<file path="src/rtl/irq_dly_pkg.sv">
package irq_dly_pkg;

  // Index of each timer slot inside the timer bank.
  localparam int SLOT_RX_PKT = 0;
  localparam int SLOT_RX_ABS = 1;
  localparam int SLOT_TX_PKT = 2;
  localparam int SLOT_TX_ABS = 3;
  localparam int SLOTS       = 4;

  // Clock cycles per delay tick, never below one.
  function automatic int tick_div(input int clk_ns, input int tick_ns);
    int d;
    d = tick_ns / clk_ns;
    return (d < 1) ? 1 : d;
  endfunction

  // Descriptors-low decision: sel 0..2 pick 1/2, 1/4, 1/8 of the ring.
  function automatic logic low_hit(input logic [31:0] left,
                                   input logic [31:0] ring,
                                   input logic [1:0]  sel);
    logic [31:0] limit;
    if (sel == 2'd3) return 1'b0;
    limit = ring >> (32'(sel) + 32'd1);
    return left <= limit;
  endfunction

  // Short-packet decision.
  function automatic logic short_hit(input logic [31:0] len,
                                     input logic [31:0] lim);
    return len <= lim;
  endfunction

endpackage

</file>
<file path="src/rtl/dly_prescaler.sv">
module dly_prescaler #(
  parameter int DIV = 256
) (
  input  logic clk,
  input  logic rst_n,
  output logic tick
);
  localparam int CW = (DIV > 1) ? $clog2(DIV) : 1;
  localparam logic [CW-1:0] LAST = CW'(DIV - 1);

  logic [CW-1:0] phase;

  assign tick = (phase == LAST);

  always_ff @(posedge clk) begin
    if (!rst_n)    phase <= '0;
    else if (tick) phase <= '0;
    else           phase <= phase + CW'(1);
  end
endmodule

</file>
<file path="src/rtl/dly_timer.sv">
module dly_timer #(
  parameter int W       = 16,
  parameter bit RESTART = 1'b1
) (
  input  logic         clk,
  input  logic         rst_n,
  input  logic         tick,
  input  logic         arm,
  input  logic         enable,
  input  logic         cancel,
  input  logic [W-1:0] load,
  output logic         fire,
  output logic         active,
  output logic [W-1:0] remain
);
  logic [W-1:0] cnt;
  logic         may_start;
  logic         start;
  logic         last_tick;

  generate
    if (RESTART) begin : g_restart
      assign may_start = 1'b1;
    end else begin : g_once
      assign may_start = ~active | cancel;
    end
  endgenerate

  assign start     = arm & enable & (load != '0) & may_start;
  assign last_tick = tick & active & (cnt <= W'(1));
  assign remain    = cnt;

  always_ff @(posedge clk) begin
    if (!rst_n) begin
      cnt    <= '0;
      active <= 1'b0;
      fire   <= 1'b0;
    end else if (start) begin
      cnt    <= load;
      active <= 1'b1;
      fire   <= cancel & active;
    end else if (cancel) begin
      cnt    <= '0;
      active <= 1'b0;
      fire   <= active;
    end else if (last_tick) begin
      cnt    <= '0;
      active <= 1'b0;
      fire   <= 1'b1;
    end else begin
      if (tick && active) cnt <= cnt - W'(1);
      fire <= 1'b0;
    end
  end
endmodule

</file>
<file path="src/rtl/rx_ring_events.sv">
module rx_ring_events
  import irq_dly_pkg::*;
#(
  parameter int LEN_W  = 14,
  parameter int RING_W = 16
) (
  input  logic              clk,
  input  logic              rst_n,
  input  logic              rx_done,
  input  logic [LEN_W-1:0]  rx_len,
  input  logic [LEN_W-1:0]  short_thresh,
  input  logic [RING_W-1:0] ring_len,
  input  logic [RING_W-1:0] desc_left,
  input  logic [1:0]        low_sel,
  output logic              low_pulse,
  output logic              short_pulse
);
  logic low_now;
  logic short_now;

  assign low_now   = low_hit(32'(desc_left), 32'(ring_len), low_sel);
  assign short_now = short_hit(32'(rx_len), 32'(short_thresh));

  always_ff @(posedge clk) begin
    if (!rst_n) begin
      low_pulse   <= 1'b0;
      short_pulse <= 1'b0;
    end else begin
      low_pulse   <= rx_done & low_now;
      short_pulse <= rx_done & short_now;
    end
  end
endmodule

</file>
<file path="src/rtl/irq_delay_timers.sv">
module irq_delay_timers
  import irq_dly_pkg::*;
#(
  parameter int CLK_NS  = 4,
  parameter int TICK_NS = 1024,
  parameter int DLY_W   = 16,
  parameter int LEN_W   = 14,
  parameter int RING_W  = 16
) (
  input  logic              clk,
  input  logic              rst_n,
  input  logic              rx_done,
  input  logic [LEN_W-1:0]  rx_len,
  input  logic              tx_done,
  input  logic              tx_delay_req,
  input  logic [DLY_W-1:0]  rx_pkt_delay,
  input  logic [DLY_W-1:0]  rx_abs_delay,
  input  logic [DLY_W-1:0]  tx_pkt_delay,
  input  logic [DLY_W-1:0]  tx_abs_delay,
  input  logic [LEN_W-1:0]  short_thresh,
  input  logic [RING_W-1:0] ring_len,
  input  logic [RING_W-1:0] desc_left,
  input  logic [1:0]        low_sel,
  input  logic              irq_posted,
  input  logic              flush_req,
  output logic              rx_timer_cause,
  output logic              tx_wb_cause,
  output logic              rx_low_cause,
  output logic              rx_short_cause
);
  localparam int TICK_DIV = tick_div(CLK_NS, TICK_NS);

  // Named internal events, visible to the bound checker.
  logic                        tick;
  logic                        tx_arm;
  logic                        flush_q;
  logic [SLOTS-1:0]            timer_arm;
  logic [SLOTS-1:0]            timer_en;
  logic [SLOTS-1:0]            timer_fire;
  logic [SLOTS-1:0]            timer_active;
  logic [SLOTS-1:0][DLY_W-1:0] timer_load;
  logic [SLOTS-1:0][DLY_W-1:0] timer_remain;

  dly_prescaler #(.DIV(TICK_DIV)) u_presc (
    .clk   (clk),
    .rst_n (rst_n),
    .tick  (tick)
  );

  assign tx_arm = tx_done & tx_delay_req;

  assign timer_arm  = {tx_arm, tx_arm, rx_done, rx_done};
  assign timer_en   = {(tx_pkt_delay != '0), 1'b1, (rx_pkt_delay != '0), 1'b1};
  assign timer_load = {tx_abs_delay, tx_pkt_delay, rx_abs_delay, rx_pkt_delay};

  // Even slots restart on every completion, odd slots run once per burst.
  generate
    for (genvar g = 0; g < SLOTS; g++) begin : g_tmr
      dly_timer #(
        .W       (DLY_W),
        .RESTART ((g % 2) == 0)
      ) u_tmr (
        .clk    (clk),
        .rst_n  (rst_n),
        .tick   (tick),
        .arm    (timer_arm[g]),
        .enable (timer_en[g]),
        .cancel (irq_posted),
        .load   (timer_load[g]),
        .fire   (timer_fire[g]),
        .active (timer_active[g]),
        .remain (timer_remain[g])
      );
    end
  endgenerate

  always_ff @(posedge clk) begin
    if (!rst_n) flush_q <= 1'b0;
    else        flush_q <= flush_req;
  end

  assign rx_timer_cause = timer_fire[SLOT_RX_PKT] | timer_fire[SLOT_RX_ABS] | flush_q;
  assign tx_wb_cause    = timer_fire[SLOT_TX_PKT] | timer_fire[SLOT_TX_ABS];

  rx_ring_events #(.LEN_W(LEN_W), .RING_W(RING_W)) u_ring (
    .clk          (clk),
    .rst_n        (rst_n),
    .rx_done      (rx_done),
    .rx_len       (rx_len),
    .short_thresh (short_thresh),
    .ring_len     (ring_len),
    .desc_left    (desc_left),
    .low_sel      (low_sel),
    .low_pulse    (rx_low_cause),
    .short_pulse  (rx_short_cause)
  );
endmodule

</file>
<file path="config.mk">
export PLATFORM = sky130hd
export DESIGN_NAME = irq_delay_timers
export DESIGN_NICKNAME = d
export VERILOG_FILES = /design/src/rtl/irq_dly_pkg.sv /design/src/rtl/dly_prescaler.sv /design/src/rtl/dly_timer.sv /design/src/rtl/rx_ring_events.sv /design/src/rtl/irq_delay_timers.sv
export SDC_FILE = /design/constraint.sdc
export NUM_CORES = 1
export LEC_CHECK = 0
export BUFFER_PORTS_ARGS = -buffer_cell sky130_fd_sc_hd__buf_2
export CAP_MARGIN = 10
export CORE_AREA = 5 5 85 165
export CTS_CLUSTER_DIAMETER = 80
export DETAILED_ROUTE_END_ITERATION = 16
export DIE_AREA = 0 0 90 170
export HOLD_SLACK_MARGIN = 0.06
export PLACE_DENSITY_LB_ADDON = 0.3
export SLEW_MARGIN = 20
export SYNTH_ARGS = -nofsm -noshare
export SYNTH_HDL_FRONTEND = slang
export SYNTH_SLANG_ARGS = --single-unit
</file>
<file path="constraint.sdc">
create_clock -name clk -period 3.2 [get_ports clk]
set_clock_uncertainty 0.15 [all_clocks]
set_input_delay 0.64 -clock clk [delete_from_list [all_inputs] [get_ports clk]]
set_output_delay 0.64 -clock clk [all_outputs]
set_load 0.01 [all_outputs]
</file>
* Word level (Yosys, flattened, before mapping) *
Cells that the tools add are included.
Widths: inputs -> output; s select.

operators by class
  order comparisons = 6
  bitwise gates (word level) = 29
  eq/ne operators = 2
  reduce and logical (&&, ||, !) cells = 17
  add/subtract/negate cells = 6
  multiplexer cells = 43
  shift operators = 1

operators with widths
  cell                   number
  $mux 16                16
  $le 16x1->1 const B    4
  $reduce_bool 16->1     4
  $sub 16x1->16 const B  4
  $le 16x32->1           1
  $shr 16x32->32         1
  $mux 1                 27
  $and 1x1->1            21
  $reduce_bool 4->1      4
  $le 14x14->1           1
  $reduce_bool 3->1      4
  $add 8x1->8 const B    1
  $eq 8x8->1 const B     1
  $or 1x1->1             5
  $logic_and 1x1->1      4
  $add 2x1->3 const B    1
  $not 1->1              3
  $eq 2x2->1 const B     1
  $reduce_or 2->1        1

word-level totals
  logic and storage cells = 120
  bits of input ports = 133
  register bits after elaboration = 83

* Logic depth before layout (Yosys ltp) *
  depth in word-level cells = 6
  depth in mapped cells = 12
  mapped depth without buffers = 11

* Hierarchy *
Synthesis repeated with hierarchy kept, for this count alone.

second synthesis, totals
  cells, all modules = 823
  area total of the unflattened synthesis = 6528.8 µm²

modules (own cells, without submodules)
  module                           times used  sequential area each (µm²)  area an instance (µm²)  cells each
  dly_timer at g_tmr[1].u_tmr ...  2           360.3                       1288.7                  161
  dly_timer at g_tmr[0].u_tmr ...  2           360.3                       1186.1                  156
  rx_ring_events                   1           40.0                        1131.1                  134
  dly_prescaler                    1           160.2                       336.6                   39
  irq_delay_timers                 1           20.0                        111.4                   16

* Least setup slack after synthesis *
OpenSTA, ideal clock, no wires.

  path kind = input-to-reg
  start point = in low_sel[0]
  end point = reg u_ring.low_pulse
  path buffers = 2
  library setup time = 95 ps
  stages = 10
  setup slack = -2 ps
  data arrival time = 2957 ps
  path through = clkbuf_1 -> clkbuf_1 -> mux2_2 -> nand2_1 -> ha_1 -> and3_1 -> a22o_1 -> nor4_1 -> o311ai_0 -> a221oi_1

on the way
  word-level cells in the longest chain between the ends = 5

ends and longest elaborated chain
  item                  line                    text
  from (decl)           irq_delay_timers.sv:23  input logic [1:0] low_sel,
  $add 2x1->3           irq_dly_pkg.sv:23       limit = ring >> (32'(sel) + 32'd1);
  $shr 16x32->32        irq_dly_pkg.sv:23
  $le 16x32->1          irq_dly_pkg.sv:24       return left <= limit;
  $mux 1 *              irq_dly_pkg.sv:23
  $and 1x1->1 *         rx_ring_events.sv:29    low_pulse <= rx_done & low_now;
  to (signal assigned)  rx_ring_events.sv:29
  to (decl)             rx_ring_events.sv:15    output logic low_pulse,

Every way passes the cells marked *; elsewhere a longest branch is shown, timed or not.
A chain may end at the register's enable or synchronous reset.

* Worst setup path after layout *
Ends and elaborated chain as after synthesis.

==> impl_metrics.py <==
metrics = {
    "floorplan": {
        "dieArea_um2": 15300,
        "start_util_pct": 48.7,
        "fp.coreArea_um2": 12600,
        "die_w_um": 90,
        "die_h_um": 170,
        "boundaryPins": 137,
        "rows": 58,
    },
    "power_and_ir_drop": {
        "clkPwrFrac_pct": 34.1,
        "net-switching-power_mw": 1.01,
        "ir_worst_vdd_uv": 321,
        "sequentialPowerShare_pct": 38.8,
        "internal-power_mw": 1.97,
        "power_leakage_nw": 3.08,
        "sw_frac_of_total_pct": 33.9,
        "powerDensity_nw_per_um2": 406,
        "pwr-share-comb_pct": 27.0,
    },
    "cts": {
        "cts_tree": "yes",
        "cts_buffer_depth": 2,
        "cts_resized": 0,
        "cts_inserted_buffers": 9,
        "cts-root-buf": "clkbuf_16",
        "ctsHoldBuffers": 0,
        "insertion_delay_ps": 350,
        "post_cts_buffers": 0,
        "cts_sinks": 83,
        "clkTransAtPathRegs_ps": 70,
        "htreeDepth": 3,
    },
    "routing": {
        "top_layer_used": "met4",
        "vias": 6921,
        "wl_met3_um": 1180,
        "dr.pass1.iters": 5,
        "drtIter0Drc": 471,
        "drc": 0,
        "finalWirelength_um": 19800,
        "avgViaCountPerCell": 6.30,
        "m1WireLength_um": 7030,
        "met2_length_um": 10500,
        "ant_nets": 0,
        "route.detailed.wl_per_inst_um": 18.0,
    },
    "timing": {
        "worst_slew_pin_slew_ps": 726,
        "setup_viol": 0,
        "slew-limit-headroom_pct": 51.2,
        "setup-tns-final_ps": 0,
        "slew_viol_final": 0,
        "fin_crit_ps": 2890,
        "fmax_mhz": 346,
        "finalCritPeriodShare_pct": 90.3,
        "final-hold-violation-count": 0,
        "rsz0062_at_grt": "false",
    },
    "grt": {
        "grt_usage_pct": 25.1,
        "antenna_found_initial": 0,
        "grt_max_degree": 35,
        "grt_pass1_vias": 6837,
        "gr-total-overflow": 0,
        "grt_pass1_wl_um": 32100,
    },
    "logic_synthesis": {
        "synth_area_leaders": "dfxtp_1 27%, ha_1 7.8%, o21ai_0 5.8%",
        "synth.most_common_cell": "dfxtp_1",
        "yosysTopAreaCell": "dfxtp_1",
        "synth_common_cells": "83 x dfxtp_1, 71 x o21ai_0, 68 x nand2_1",
        "yosysTopAreaCellShare_pct": 27.2,
        "synth_area_um2": 6110,
        "synthFlopType": "dfxtp_1",
        "ys_seq_area_share_pct": 27.2,
        "syn_inst": 800,
        "synth_edf_count": 0,
        "synth_cell_types": 72,
        "synth_nets": 971,
        "synth_warnings": 0,
        "ys_ff_latch": 83,
        "syn_avg_cell_area_um2": 7.64,
        "synth-async-reset-ratio_pct": 0,
    },
    "placed_design": {
        "io_buffer_count": 135,
        "place.gp.congestion": 0.991,
        "hpwl_um": 15300,
        "dp.cells": 1082,
    },
    "setup_path": {
        "path_class": "input port to flip-flop",
        "crit_path_max_fanout": 13,
        "crit_arrival_ps": 2980,
        "cp.required_ps": 3290,
        "startpoint_type": "input port",
        "worst_setup_path_end_kind": "flip-flop",
    },
    "cells_and_area": {
        "diodes": 0,
        "multi_input_area_um2": 4090,
        "layout.nets": 1114,
        "area_growth_pct": 20.3,
        "fillerInstances": 1195,
        "register_area_um2": 1660,
        "layout-drive-gt1-share_pct": 23.1,
        "stdcell_count": 1098,
    },
    "min_path": {
        "hold_path.class": "flip-flop to flip-flop",
    },
    "flow_run": {
        "cap_violations": 0,
    },
    "outcome": {
        "status": "finished clean",
    },
}
## through the flow
stage | worst slack [ps] | util (%) | area (µm²) | hold WS [ps] | power [mW]
final | 311 | 58.6 | 7350 | 301 | 2.98
after detailed placement | -20.9 | 56.3 | 7070 | 285 | 1.97
after floorplan | 200 | - | 6110 | 263 | 1.69
after CTS | 333 | 58.6 | 7350 | 294 | 2.99
after global routing | 298 | 58.6 | 7350 | 330 | 3.15
after global placement | 54.6 | 56.3 | 7070 | 277 | 1.96
## flip-flops by register name, indices dropped and copies added (netlist names)
register            cells
flush_q                 1
g_tmr.u_tmr.fire        4
g_tmr.u_tmr.active      4
u_ring.short_pulse      1
u_presc.phase           8
u_ring.low_pulse        1
g_tmr.u_tmr.remain     64
## cell type report
cell class	instances	share of cell area, %
inverter	45	2.30
multi-input combinational	633	55.6
timing repair buffer	171	13.0
tap	150	2.55
clock buffer	9	3.06
sequential	83	22.6
clock inverter	7	0.800
## cell families (layout without fill, tap and decap cells)
family	after synthesis	after routing	synth area share, %
buffers and inverters	84	232	6.00
and+or+nand+nor	354	354	30.4
muxes	14	14	4.18
xor gates and xnor gates	8	8	1.15
DFF	83	83	27.2
adders and majority gates	38	38	7.78
AOI/OAI and AO/OA	219	219	23.3
## metal layers
| layer | global-route usage (%) | vias up |
|---|---|---|
| li1 | - | 3341 |
| met3 | 4.38 | 81 |
| met5 | 0 | - |
| met2 | 46.3 | 301 |
| met1 | 25.7 | 3198 |
| met4 | 16.3 | 0 |
## power groups by stage
stage	sequential, mW	combinational, mW	clock [mW]
6_report	1.16	0.805	1.02
5_1_grt	1.17	0.902	1.08
4_1_cts	1.16	0.799	1.03
3_5_place_dp	1.18	0.796	0
3_3_place_gp	1.18	0.784	0
2_1_floorplan	1.16	0.529	0
## final timing paths
check	cells after the start	from	slack (ps)	to
min	1	u_presc.phase[0]	300	u_presc.phase[0]
max	10	low_sel[0]	310	u_ring.low_pulse
max reg2reg	6	g_tmr[3].u_tmr.remain[2]	530	g_tmr[3].u_tmr.remain[9]
min reg2reg	1	u_presc.phase[0]	300	u_presc.phase[0]
## layout by cell type (no fill, tap or decap), types with 38 or more instances in the layout
master     n
buf_2    135
dfxtp_1   83
o21ai_0   71
nand2_1   68
nor2_1    67
nor3_1    52
nand3_1   47
inv_1     43
a21oi_1   43
ha_1      38
## worst max-delay path, stage by stage
cell and delay [ps]:
buf_2 250, mux4_2 540, inv_1 70, ha_1 220, nor2b_1 130, o21a_1 160
o21a_1 150, o21ai_0 260, o311ai_0 240, a221oi_1 320
Note: power is estimated with default switching activity, not from simulation.
